<file path="src/rtl/irq_stat_pkg.sv">
package irq_stat_pkg;
  localparam int REG_W   = 16;
  localparam int VEC_N   = 5;
  localparam int VEC_W   = $clog2(VEC_N + 1);
  localparam int BUSY_B  = 12;
  // flag positions that hold sticky event state
  localparam logic [REG_W-1:0] EVT_MASK = 16'h6C1F;
  // writable enable positions
  localparam logic [REG_W-1:0] EN_MASK  = 16'h601F;

  typedef enum logic [1:0] {
    SEL_STATUS = 2'd0,
    SEL_ENABLE = 2'd1,
    SEL_VECTOR = 2'd2,
    SEL_NONE   = 2'd3
  } reg_sel_e;
endpackage

</file>
<file path="src/rtl/irq_flag_bank.sv">
module irq_flag_bank #(
  parameter int W = 16,
  parameter logic [W-1:0] FLAG_MASK = '1,
  parameter logic [W-1:0] ENA_MASK  = '1
) (
  input  logic         clk,
  input  logic         rst,
  input  logic [W-1:0] evt,
  input  logic [W-1:0] clr,
  input  logic         en_we,
  input  logic [W-1:0] en_wdata,
  output logic [W-1:0] flags_q,
  output logic [W-1:0] en_q,
  output logic         irq_q
);
  logic [W-1:0] flags_d, en_d;

  always_comb begin
    flags_d = ((flags_q & ~clr) | evt) & FLAG_MASK;
    en_d    = en_we ? (en_wdata & ENA_MASK) : en_q;
  end

  always_ff @(posedge clk) begin
    if (rst) begin
      flags_q <= '0;
      en_q    <= '0;
      irq_q   <= 1'b0;
    end else begin
      flags_q <= flags_d;
      en_q    <= en_d;
      irq_q   <= |(flags_d & en_d);
    end
  end

  assert_irq_R6: assert property (@(posedge clk) disable iff (rst)
    irq_q == |(flags_q & en_q));

  assert_reset_R10: assert property (@(posedge clk)
    rst |=> (flags_q == '0 && en_q == '0 && !irq_q));

  for (genvar i = 0; i < W; i++) begin : g_bit
    if (FLAG_MASK[i]) begin : g_live
      assert_set_R1: assert property (@(posedge clk) disable iff (rst)
        evt[i] |=> flags_q[i]);
      assert_w1c_R2: assert property (@(posedge clk) disable iff (rst)
        (clr[i] && !evt[i]) |=> !flags_q[i]);
      assert_hold_R3: assert property (@(posedge clk) disable iff (rst)
        (!clr[i] && !evt[i]) |=> (flags_q[i] == $past(flags_q[i])));
      assert_collide_R4: assert property (@(posedge clk) disable iff (rst)
        (clr[i] && evt[i]) |=> flags_q[i]);
    end else begin : g_dead
      assert_zero_R1: assert property (@(posedge clk) disable iff (rst)
        !flags_q[i]);
    end
  end
endmodule

</file>
<file path="src/rtl/irq_vec_encoder.sv">
module irq_vec_encoder #(
  parameter int N  = 5,
  parameter int CW = $clog2(N + 1)
) (
  input  logic [N-1:0]  pend,
  output logic [CW-1:0] code,
  output logic [N-1:0]  sel
);
  always_comb begin
    code = '0;
    sel  = '0;
    for (int i = N - 1; i >= 0; i--) begin
      if (pend[i]) begin
        code   = CW'(i + 1);
        sel    = '0;
        sel[i] = 1'b1;
      end
    end
  end
endmodule

</file>
<file path="src/rtl/irq_status_unit.sv">
module irq_status_unit
  import irq_stat_pkg::*;
#(
  parameter int ADDR_W = 2
) (
  input  logic              clk,
  input  logic              rst,
  input  logic              wr_en,
  input  logic              rd_en,
  input  logic [ADDR_W-1:0] addr,
  input  logic [15:0]       wdata,
  output logic [15:0]       rdata,
  input  logic              evt_arb_lost,
  input  logic              evt_nack,
  input  logic              evt_acc_rdy,
  input  logic              evt_rx_rdy,
  input  logic              evt_tx_rdy,
  input  logic              evt_rx_drain,
  input  logic              evt_tx_drain,
  input  logic              evt_rx_ovr,
  input  logic              evt_tx_udf,
  input  logic              bus_busy,
  output logic              irq
);
  logic [REG_W-1:0] evt_vec, clr_vec, flags_q, en_q, status_view;
  logic [VEC_W-1:0] vec_code;
  logic [VEC_N-1:0] vec_sel;
  logic             sel_st, sel_en, sel_vec;

  always_comb begin
    evt_vec     = '0;
    evt_vec[0]  = evt_arb_lost;
    evt_vec[1]  = evt_nack;
    evt_vec[2]  = evt_acc_rdy;
    evt_vec[3]  = evt_rx_rdy;
    evt_vec[4]  = evt_tx_rdy;
    evt_vec[10] = evt_tx_udf;
    evt_vec[11] = evt_rx_ovr;
    evt_vec[13] = evt_rx_drain;
    evt_vec[14] = evt_tx_drain;
  end

  assign sel_st  = (addr == ADDR_W'(SEL_STATUS));
  assign sel_en  = (addr == ADDR_W'(SEL_ENABLE));
  assign sel_vec = (addr == ADDR_W'(SEL_VECTOR));

  always_comb begin
    clr_vec = (wr_en && sel_st) ? wdata : '0;
    if (rd_en && sel_vec)
      clr_vec[VEC_N-1:0] = clr_vec[VEC_N-1:0] | vec_sel;
  end

  irq_flag_bank #(
    .W(REG_W), .FLAG_MASK(EVT_MASK), .ENA_MASK(EN_MASK)
  ) u_bank (
    .clk(clk), .rst(rst), .evt(evt_vec), .clr(clr_vec),
    .en_we(wr_en && sel_en), .en_wdata(wdata),
    .flags_q(flags_q), .en_q(en_q), .irq_q(irq)
  );

  irq_vec_encoder #(.N(VEC_N), .CW(VEC_W)) u_enc (
    .pend(flags_q[VEC_N-1:0]), .code(vec_code), .sel(vec_sel)
  );

  always_comb begin
    status_view         = flags_q;
    status_view[BUSY_B] = bus_busy;
  end

  always_ff @(posedge clk) begin
    if (rst) begin
      rdata <= '0;
    end else if (rd_en) begin
      if (sel_st)       rdata <= status_view;
      else if (sel_en)  rdata <= en_q;
      else if (sel_vec) rdata <= REG_W'(vec_code);
      else              rdata <= '0;
    end else begin
      rdata <= '0;
    end
  end

  assert_vec_clear_R8: assert property (@(posedge clk) disable iff (rst)
    (rd_en && sel_vec) |=>
      ((flags_q[VEC_N-1:0] & $past(vec_sel & ~evt_vec[VEC_N-1:0])) == '0));

  assert_vec_code_R7: assert property (@(posedge clk) disable iff (rst)
    (rd_en && sel_vec && flags_q[0]) |=> (rdata == 16'd1));

  assert_idle_rdata_R11: assert property (@(posedge clk) disable iff (rst)
    !rd_en |=> (rdata == '0));

  assert_busy_noirq_R9: assert property (@(posedge clk) disable iff (rst)
    (flags_q & en_q) == '0 |-> !irq);
endmodule

</file>
<file path="config.mk">
export PLATFORM = sky130hd
export DESIGN_NAME = irq_status_unit
export DESIGN_NICKNAME = d
export VERILOG_FILES = /design/src/rtl/irq_stat_pkg.sv /design/src/rtl/irq_flag_bank.sv /design/src/rtl/irq_vec_encoder.sv /design/src/rtl/irq_status_unit.sv
export SDC_FILE = /design/constraint.sdc
export NUM_CORES = 1
export LEC_CHECK = 0
export ABC_AREA = 1
export CORE_ASPECT_RATIO = 1.4
export CORE_UTILIZATION = 46
export CTS_BUF_LIST = sky130_fd_sc_hd__clkbuf_2 sky130_fd_sc_hd__clkbuf_4 sky130_fd_sc_hd__clkbuf_8
export CTS_CLUSTER_SIZE = 20
export DETAILED_ROUTE_END_ITERATION = 8
export PLACE_DENSITY = 0.8
export SLEW_MARGIN = 20
export SYNTH_ARGS = -nofsm -noshare
export SYNTH_HDL_FRONTEND = slang
export SYNTH_SLANG_ARGS = --single-unit
</file>
<file path="constraint.sdc">
create_clock -name clk -period 1.4 [get_ports clk]
set_input_delay 0.42 -clock clk [delete_from_list [all_inputs] [get_ports clk]]
set_output_delay 0.42 -clock clk [all_outputs]
set_load 0.05 [all_outputs]
</file>
==> run metrics <==
Worst Skew 0.00520 ns; Vias 1511; CP Max Fanout 8; Hold Path End rdata[3]; synthesized flop and latch total 29; FP Rows 23; PortBufs 35; Longest Clk Path Bufs 2; Critical Path Start Type input port; Syn Std Cell Area 0.00139 mm²; fillers 210; placed cell area 0.00201 mm²; initial antenna violation count 0; post-route minimum period 1.36 ns; final setup vio count 0; R2R Path End u_bank.irq_q; max-slew violations 0; critical hold path startpoint u_bank.en_q[3]; GP Congestion 0.897; Tot Pwr 2.04 mW; drt total wl 3900 µm; Comb power frac 0.218; first-pass GRT wire length 5650 µm; GRT Util Overall 0.236; drt first pass iters 4; Die ar. 0.00325 mm²; die extent in y 67.1 µm; IO Pins 49; core area 0.00288 mm²; # clock sinks 29; switch share 0.276; GRT Residual Overflow 0; hold path cells 2; layout cell share with drive strength beyond 1 0.243; CTS tree built; DR WL/cell 12.8 µm; H-tree depth 2; worst reg-to-reg setup slack 0.08 ns; Routed Antenna Nets 0; Avg Vias per Cell 4.95; Worst setup EP type flip-flop; vias in the first global route 1421; clk_lat worst skew 0.28 ns; Area growth syn-to-layout 57.4%; arrival time worst endpoint 1.52 ns; WS Path Type in -> reg; Finished Cell Area 0.00219 mm²; DRT iter0 DRCs 64; Min-Delay Path Class reg -> reg; register area share after synthesis 0.417; status completed; Sequential Power Share 0.437; Lkg Pwr 1.09 nW; detailed-route DRC error count 0; P_sw 0.563 mW; Final #Nets 300; Reg clk slew, reported paths 0.05 ns; die width 48.5 µm; PwrDens 931 mW/mm²; largest net degree at the start of global routing 20; average cell area after synthesis 6.79 µm²; Internal Power 1.48 mW; Reg2Reg Depth 10; MaxCap Viol Count 0; Starting Density 0.483; peak supply drop 0.710 mV; dpl hpwl 2400 µm; Clk pwr share 0.344; synth warn 0; diode count 0; CP required 1.56 ns; Final Hold Vio Count 0; library cells used by synthesis 27; CTS root buf clkbuf_8; reg2reg start u_bank.flags_q[0]; Fmax achieved 735 MHz; Num CTS Buffers 5; hold buffers post-CTS 0; fin crit share 0.972; Mapped Cells 205
## critical path, stage by stage
cell	delay, ns
buf_2	0.14
nor2_4	0.17
buf_12	0.15
nand3_2	0.07
nand2_1	0.07
inv_1	0.05
nand2_2	0.07
nand2_1	0.05
nand2_1	0.09
nand2_1	0.07
nor2_2	0.11
a21oi_1	0.06
## cell usage after synthesis, drive strengths merged
cell	number	share of area
nand2	70	0.19
inv	31	0.084
dfxtp	29	0.42
a21oi	19	0.068
nor2	18	0.067
nand3	14	0.054
buf	7	0.040
clkbuf	4	0.018
a31oi	2	0.0090
o21a	2	0.011
o21ai	2	0.0072
or2	2	0.0090
a22oi	1	0.0054
clkinv	1	0.0027
conb	1	0.0027
nand4	1	0.0045
o211ai	1	0.0054
## registers in the layout, indices dropped and copies added (netlist names)
register        cells
u_bank.irq_q        1
u_bank.flags_q      9
u_bank.en_q         9
rdata              10
## metrics by stage
stage / util / setup slack, ns / TNS, ns / hold WS (ns) / std cells
CTS: 0.738 / 0.00556 / 0 / 0.466 / 301
detailed placement: 0.697 / -0.652 / -9.18 / 0.458 / 292
floorplan: - / 0.134 / 0 / 0.439 / 210
finish: 0.761 / 0.0390 / 0 / 0.464 / 305
global placement: 0.697 / -0.596 / -8.45 / 0.453 / 292
global route: 0.761 / -0.0202 / -0.0202 / 0.490 / 305
## cell families after synthesis
| logic type | Yosys count | synth area share |
|---|---|---|
| flip-flops | 29 | 0.417 |
| AND/OR/NAND/NOR | 105 | 0.329 |
| buffers and inverters | 43 | 0.145 |
| other | 1 | 0.00270 |
| AO/OA/AOI/OAI | 27 | 0.106 |
## power by group through the flow
stage               combinational (mW)  clock, mW  sequential (mW)
finish                           0.445      0.702            0.892
global route                     0.478      0.753            0.896
CTS                              0.417      0.718            0.889
detailed placement               0.408          0            0.906
global placement                 0.401          0            0.905
floorplan                        0.196          0            0.931
## worst max path at each step
stage	start	endpoint	slack, ns	depth (start not counted)
final	addr[0]	u_bank.irq_q	0.04	12
after global routing	addr[0]	u_bank.irq_q	-0.02	12
after CTS	addr[1]	u_bank.irq_q	0.006	12
after detailed placement	addr[1]	u_bank.irq_q	-0.65	11
after global placement	addr[1]	u_bank.irq_q	-0.60	11
after floorplan	addr[1]	u_bank.irq_q	0.13	9
## layout make-up
class / count / area (µm²) / share of cell area
sequential: 29 / 582 / 0.266
inverter: 32 / 120 / 0.0549
tap: 37 / 46.3 / 0.0211
timing repair buffer: 62 / 693 / 0.317
multi-input combinational: 138 / 658 / 0.301
clock buffer: 7 / 90.1 / 0.0411
## cell usage in the layout (no fill, tap or decap)
master,Yosys,layout
a21oi_1,19,19
a22oi_1,1,1
a31oi_1,2,2
buf_12,0,12
buf_2,0,1
buf_4,6,23
buf_6,1,1
clkbuf_16,0,1
clkbuf_2,0,2
clkbuf_4,0,2
clkbuf_8,1,6
clkdlybuf4s50_1,0,15
clkinv_1,1,1
conb_1,1,6
dfxtp_1,29,28
dfxtp_2,0,1
dlygate4sd2_1,0,1
dlymetal6s2s_1,0,5
inv_1,29,29
inv_2,2,2
nand2_1,69,66
nand2_2,0,3
nand2_4,1,1
nand3_1,13,11
nand3_2,1,3
nand4_1,1,1
nor2_1,15,12
nor2_2,1,3
nor2_4,1,2
nor2_8,1,1
o211ai_1,1,1
o21a_1,2,2
o21ai_1,1,2
or2_0,1,1
or2_2,1,1
## routing by layer
layer | share of wire | GRT usage | up-vias
met4 | 0.057 | 0.176 | 0
met2 | 0.53 | 0.440 | 59
li1 | - | - | 739
met1 | 0.37 | 0.223 | 690
met3 | 0.050 | 0.0571 | 23
met5 | 0 | 0 | -
## timing repair
| item | CTS | global route |
|---|---|---|
| gates cloned | 1 | 1 |
| resized for setup | 11 | 18 |
| endpoints found under the setup margin | 13 | 2 |
| setup buffers | 1 | 3 |
| pin swaps | 1 | 5 |
No activity file was read; power rests on OpenSTA's default activity.
